--- src/rtl/xsr_pkg.sv ---
package xsr_pkg;
  parameter int XSR_W   = 32;
  parameter int XSR_CNT = 7;

  localparam int SO_POS = XSR_W - 1;
  localparam int OV_POS = XSR_W - 2;
  localparam int CA_POS = XSR_W - 3;
  localparam int RSV_HI = XSR_W - 4;
  localparam int RSV_LO = XSR_CNT;
  localparam int COND_W = 4;

  typedef struct packed {
    logic so;
    logic ov;
    logic ca;
  } xsr_flags_t;
endpackage

--- src/rtl/xsr_flag_unit.sv ---
module xsr_flag_unit
  import xsr_pkg::*;
(
  input  logic       clk,
  input  logic       rst,
  input  logic       ov_upd_vld,
  input  logic       ov_upd_val,
  input  logic       ca_upd_vld,
  input  logic       ca_upd_val,
  input  logic       sw_wr_en,
  input  xsr_flags_t sw_flags,
  input  logic       mvcr_req,
  output xsr_flags_t flags_q
);
  xsr_flags_t flags_d;

  // Priority: software write, then move-to-condition clear, then exec updates.
  always_comb begin
    flags_d = flags_q;
    if (sw_wr_en) begin
      flags_d = sw_flags;
    end else if (mvcr_req) begin
      flags_d = '0;
    end else begin
      if (ov_upd_vld) begin
        flags_d.ov = ov_upd_val;
        flags_d.so = flags_q.so | ov_upd_val;
      end
      if (ca_upd_vld) begin
        flags_d.ca = ca_upd_val;
      end
    end
  end

  always_ff @(posedge clk) begin
    if (rst) flags_q <= '0;
    else     flags_q <= flags_d;
  end

  // with no software write and no move request, a set SO stays set
  a_r2_so_sticky: assert property (@(posedge clk) disable iff (rst)
    (flags_q.so && !sw_wr_en && !mvcr_req) |=> flags_q.so);

  // an overflow update alone lands its value in OV
  a_r3_ov_load: assert property (@(posedge clk) disable iff (rst)
    (ov_upd_vld && !sw_wr_en && !mvcr_req) |=> (flags_q.ov == $past(ov_upd_val)));

  // a carry update alone lands its value in CA
  a_r4_ca_load: assert property (@(posedge clk) disable iff (rst)
    (ca_upd_vld && !sw_wr_en && !mvcr_req) |=> (flags_q.ca == $past(ca_upd_val)));

  // a move request beats exec updates
  a_r10_mv_over_exec: assert property (@(posedge clk) disable iff (rst)
    (mvcr_req && !sw_wr_en) |=> (flags_q == '0));
endmodule

--- src/rtl/xsr_count_unit.sv ---
module xsr_count_unit #(
  parameter int CNT_W = xsr_pkg::XSR_CNT
) (
  input  logic             clk,
  input  logic             rst,
  input  logic             cnt_wr_vld,
  input  logic [CNT_W-1:0] cnt_wr_val,
  input  logic             sw_wr_en,
  input  logic [CNT_W-1:0] sw_cnt,
  output logic [CNT_W-1:0] cnt_q
);
  always_ff @(posedge clk) begin
    if (rst)             cnt_q <= '0;
    else if (sw_wr_en)   cnt_q <= sw_cnt;
    else if (cnt_wr_vld) cnt_q <= cnt_wr_val;
  end

  // the count only moves on one of its two write sources
  a_r8_cnt_hold: assert property (@(posedge clk) disable iff (rst)
    (!sw_wr_en && !cnt_wr_vld) |=> $stable(cnt_q));
endmodule

--- src/rtl/xsr_cond_unit.sv ---
module xsr_cond_unit
  import xsr_pkg::*;
(
  input  logic              clk,
  input  logic              rst,
  input  logic              mvcr_req,
  input  xsr_flags_t        flags_q,
  output logic [COND_W-1:0] cond_q
);
  always_ff @(posedge clk) begin
    if (rst)           cond_q <= '0;
    else if (mvcr_req) cond_q <= {flags_q.so, flags_q.ov, flags_q.ca, 1'b0};
  end

  // captured value is the pre-clear flags
  a_r7_cond_capture: assert property (@(posedge clk) disable iff (rst)
    mvcr_req |=> (cond_q[3:1] == $past(flags_q)) && !cond_q[0]);

  // field holds between requests
  a_r7_cond_hold: assert property (@(posedge clk) disable iff (rst)
    !mvcr_req |=> $stable(cond_q));
endmodule

--- src/rtl/xsr_status_reg.sv ---
module xsr_status_reg
  import xsr_pkg::*;
#(
  parameter int DATA_W = XSR_W,
  parameter int CNT_W  = XSR_CNT
) (
  input  logic              clk,
  input  logic              rst,
  input  logic              ov_upd_vld,
  input  logic              ov_upd_val,
  input  logic              ca_upd_vld,
  input  logic              ca_upd_val,
  input  logic              cnt_wr_vld,
  input  logic [CNT_W-1:0]  cnt_wr_val,
  input  logic              sw_wr_en,
  input  logic [DATA_W-1:0] sw_wr_data,
  input  logic              mvcr_req,
  output logic [DATA_W-1:0] rd_data,
  output logic [CNT_W-1:0]  tbc,
  output logic [3:0]        cond_field
);
  localparam int P_SO  = DATA_W - 1;
  localparam int P_OV  = DATA_W - 2;
  localparam int P_CA  = DATA_W - 3;
  localparam int P_RHI = DATA_W - 4;

  xsr_flags_t       sw_flags;
  xsr_flags_t       flags_q;
  logic [CNT_W-1:0] cnt_q;
  logic             wr_rsvd_unused;

  assign sw_flags       = '{so: sw_wr_data[P_SO], ov: sw_wr_data[P_OV], ca: sw_wr_data[P_CA]};
  assign wr_rsvd_unused = ^sw_wr_data[P_RHI:CNT_W];

  xsr_flag_unit u_flags (
    .clk        (clk),
    .rst        (rst),
    .ov_upd_vld (ov_upd_vld),
    .ov_upd_val (ov_upd_val),
    .ca_upd_vld (ca_upd_vld),
    .ca_upd_val (ca_upd_val),
    .sw_wr_en   (sw_wr_en),
    .sw_flags   (sw_flags),
    .mvcr_req   (mvcr_req),
    .flags_q    (flags_q)
  );

  xsr_count_unit #(.CNT_W(CNT_W)) u_count (
    .clk        (clk),
    .rst        (rst),
    .cnt_wr_vld (cnt_wr_vld),
    .cnt_wr_val (cnt_wr_val),
    .sw_wr_en   (sw_wr_en),
    .sw_cnt     (sw_wr_data[CNT_W-1:0]),
    .cnt_q      (cnt_q)
  );

  xsr_cond_unit u_cond (
    .clk      (clk),
    .rst      (rst),
    .mvcr_req (mvcr_req),
    .flags_q  (flags_q),
    .cond_q   (cond_field)
  );

  // Assemble the read word; reserved bits tie to zero bit by bit.
  generate
    for (genvar b = CNT_W; b <= P_RHI; b++) begin : g_rsvd
      assign rd_data[b] = 1'b0;
    end
  endgenerate
  assign rd_data[P_SO]      = flags_q.so;
  assign rd_data[P_OV]      = flags_q.ov;
  assign rd_data[P_CA]      = flags_q.ca;
  assign rd_data[CNT_W-1:0] = cnt_q;
  assign tbc                = cnt_q;

  // reserved field reads zero
  a_r1_rsvd_zero: assert property (@(posedge clk) disable iff (rst)
    rd_data[P_RHI:CNT_W] == '0);

  // an overflow of 1 sets both OV and SO on the next read
  a_r5_ov_sets_so: assert property (@(posedge clk) disable iff (rst)
    (ov_upd_vld && ov_upd_val && !sw_wr_en && !mvcr_req) |=> (rd_data[P_SO] && rd_data[P_OV]));

  // move request clears the flags but keeps the count
  a_r6_mv_keeps_cnt: assert property (@(posedge clk) disable iff (rst)
    (mvcr_req && !sw_wr_en && !cnt_wr_vld) |=> ($stable(tbc) && rd_data[P_SO:P_CA] == 3'b000));

  // a software write wins every field
  a_r9_sw_wins: assert property (@(posedge clk) disable iff (rst)
    sw_wr_en |=> (rd_data[P_SO:P_CA] == $past(sw_wr_data[P_SO:P_CA]))
              && (tbc == $past(sw_wr_data[CNT_W-1:0])));

  // reset leaves everything at zero
  a_r11_reset: assert property (@(posedge clk)
    rst |=> (rd_data == '0 && cond_field == '0));
endmodule

--- config.mk ---
export PLATFORM = sky130hd
export DESIGN_NAME = xsr_status_reg
export DESIGN_NICKNAME = d
export VERILOG_FILES = /design/src/rtl/xsr_pkg.sv /design/src/rtl/xsr_flag_unit.sv /design/src/rtl/xsr_count_unit.sv /design/src/rtl/xsr_cond_unit.sv /design/src/rtl/xsr_status_reg.sv
export SDC_FILE = /design/constraint.sdc
export NUM_CORES = 1
export LEC_CHECK = 0
export ABC_AREA = 1
export BUFFER_PORTS_ARGS = -buffer_cell sky130_fd_sc_hd__buf_2
export CAP_MARGIN = 30
export CORE_UTILIZATION = 34
export CTS_CLUSTER_DIAMETER = 50
export DETAILED_ROUTE_END_ITERATION = 12
export GPL_TIMING_DRIVEN = 0
export HOLD_SLACK_MARGIN = 0.15
export MAX_ROUTING_LAYER = met4
export PLACE_DENSITY = 0.9
export SKIP_CTS_REPAIR_TIMING = 1
export SLEW_MARGIN = 20
export SYNTH_ARGS = -nofsm -noshare
export SYNTH_HDL_FRONTEND = slang
export SYNTH_SLANG_ARGS = --single-unit
--- constraint.sdc ---
create_clock -name clk -period 0.8 [get_ports clk]
set_input_delay 0.04 -clock clk [delete_from_list [all_inputs] [get_ports clk]]
set_output_delay 0.04 -clock clk [all_outputs]
set_load 0.005 [all_outputs]
==> flow_summary.yaml <==
drt:
  first_pass_iters: 4
  initialDrtViolationCount: 7
  wl_per_cell_um: 9.10
  postRouteAntennaNets: 0
  via_per_inst: 3.88
  wl_mm: 2.18
  vias: 931
  route.detailed.drc: 0
global_routing:
  grt_overflow: 0
  grt_max_degree: 11
  grt_usage: 0.152
  grt_pass1_wl_mm: 2.84
  grt_pass1_vias: 701
  antenna_found_initial: 0
clocking:
  cts.clk_slew.worst_paths_ns: 0.08
  tritoncts: "built"
  clock_sinks: 13
  numCtsBuffers: 3
  cts_buffer_depth: 2
  htreeDepth: 1
  clock_latency_ns: 0.27
  clock-root-buffer: "clkbuf_4"
cells_and_area:
  utilization: 0.653
  layout_common_cells: "buf_2 (38), nand2_1 (36), buf_4 (24)"
  multi_input_comb_area_um2: 359
  finalNetCount: 261
  regArea_um2: 274
  layout_commonest_cell: "buf_2"
  fillerInstances: 191
  final_layout_size_suffix_gt1_frac: 0.453
  area_growth_pct: 78.1
  final_cells: 240
  num_antenna_cells: 0
worst_setup_path:
  cp_max_fo: 3
  cp_data_required_time_ns: 0.76
  critPathBufInv: 2
  cp_common_cell: "buf_6"
  max_stage_delay_ns: 0.34
  cp.arrival_ns: 0.82
  slowest_stage: "dfxtp_2"
  path_delay_family: "flip-flops"
  critPathLaunchType: "flop"
  crit_chain: "buf_6 -> buf_6"
  path_class: "flop to output pin"
  end_kind: "output pin"
floorplan:
  start_util: 0.367
  die_area_um2: 2630
  die_y_um: 51.3
  row_count: 17
  io_pins: 91
  core_area_um2: 2250
  die_w_um: 51.3
timing:
  clock_skew_ns: 0.000156
  hold_viol: 0
  fin_ws_ns: -0.0597
  final.period_utilization: 1.07
  setup_violations: 6
  fmax_mhz: 1160
  fin_tns_setup_ns: -0.325
  fin_crit_ns: 0.860
  rsz0062_at_grt: "yes"
  maxSlewViolCount: 0
  fin_hold_ws_ns: 0.0775
run_status:
  status: "finished with violations"
  violations: "setup timing"
logic_synthesis:
  synth_cell_types: 15
  syn_inst: 122
  ys.warnings.count: 0
  avgSynthCellArea_um2: 6.78
  syn-cell-area_um2: 827
  ys_ff_latch: 13
  seq_area_frac_synth: 0.315
job:
  drv_cap: 0
placed_design:
  io_buffers: 45
  gp_congestion: 0.660
  place.detailed.hpwl_mm: 1.44
  dp_cells: 217
pwr:
  p_int_uw: 1230
  p_clk_frac: 0.239
  p_sw_uw: 445
  power_uw: 1670
  peakVddDrop_mv: 0.917
  switching_share: 0.266
  seqPwrFrac: 0.437
  leakage_uw: 0.000881
  p_per_area_nw_per_um2: 1130
  p_comb_frac: 0.324
min_path:
  hold_class: "input port to flop"
==> cells in the mapped netlist <==
cell type  instances  area share
inv_1             13       0.059
nor2_1             7       0.032
nand3_1            7       0.042
dfxtp_1           13        0.31
a21oi_1            2       0.012
nand2_2            1      0.0076
conb_1             1      0.0045
o211ai_1           1      0.0091
a21oi_2            1       0.011
buf_2              1      0.0060
buf_4             30        0.27
o21ai_0            5       0.030
buf_6              1       0.014
nor2_2             3       0.023
nand2_1           36        0.16
==> cell type report <==
cell class              count  area share
inverters                  13      0.0331
repair buffers             65       0.321
well taps                  28      0.0238
plain buffers              31       0.174
clock buffers               4      0.0178
flip-flops and latches     13       0.186
multi-input cells          86       0.244
==> flip-flops by register name, summed over array words and instances, names as in the netlist <==
signal and flops:
u_cond.cond_q 3, u_count.cnt_q 7, u_flags.flags_q 3
==> cells by family (layout without fill, tap and decap cells) <==
logic type / after synthesis / after routing / synth area share
simple gates: 54 / 54 / 0.268
buf+inv: 45 / 113 / 0.351
flops: 13 / 13 / 0.315
compound gates: 9 / 9 / 0.0620
other cells: 1 / 23 / 0.00453
==> power by group through the flow <==
| stage | registers [uW] | logic [uW] | clock network, uW |
|---|---|---|---|
| detailed placement | 731 | 414 | 0 |
| global placement | 730 | 409 | 0 |
| global route | 734 | 600 | 458 |
| finish | 729 | 542 | 399 |
| floorplan | 736 | 256 | 0 |
| CTS | 716 | 415 | 431 |
==> worst register-to-register path, delay by kind of cell (launching register included) <==
kind	cells	cell delay, ns
DFF	1	0.33
AOI/OAI and AO/OA	2	0.25
==> metrics by stage <==
step | instance area [um^2] | setup slack [ns]
detailed placement | 1170 | -0.0120
global route | 1470 | -0.0933
CTS | 1200 | -0.101
finish | 1470 | -0.0597
global placement | 1170 | -0.00186
floorplan | 910 | 0.137
==> worst paths after layout <==
check | depth (start not counted) | slack [ns] | end | start
max | 2 | -0.06 | tbc[2] | u_count.cnt_q[2]
max reg2reg | 2 | 0.11 | u_flags.flags_q[0] | u_flags.flags_q[0]
min reg2reg | 2 | 0.49 | u_cond.cond_q[2] | u_flags.flags_q[1]
min | 4 | 0.08 | u_flags.flags_q[0] | ca_upd_vld
==> metal layers <==
layer,vias up,global-route usage,part of all wire
met2,39,0.292,0.54
met3,2,0.0387,0.065
met5,-,-,0
li1,496,-,-
met4,0,0.0676,0.0050
met1,394,0.140,0.39
No activity file was read; power rests on OpenSTA's default activity.
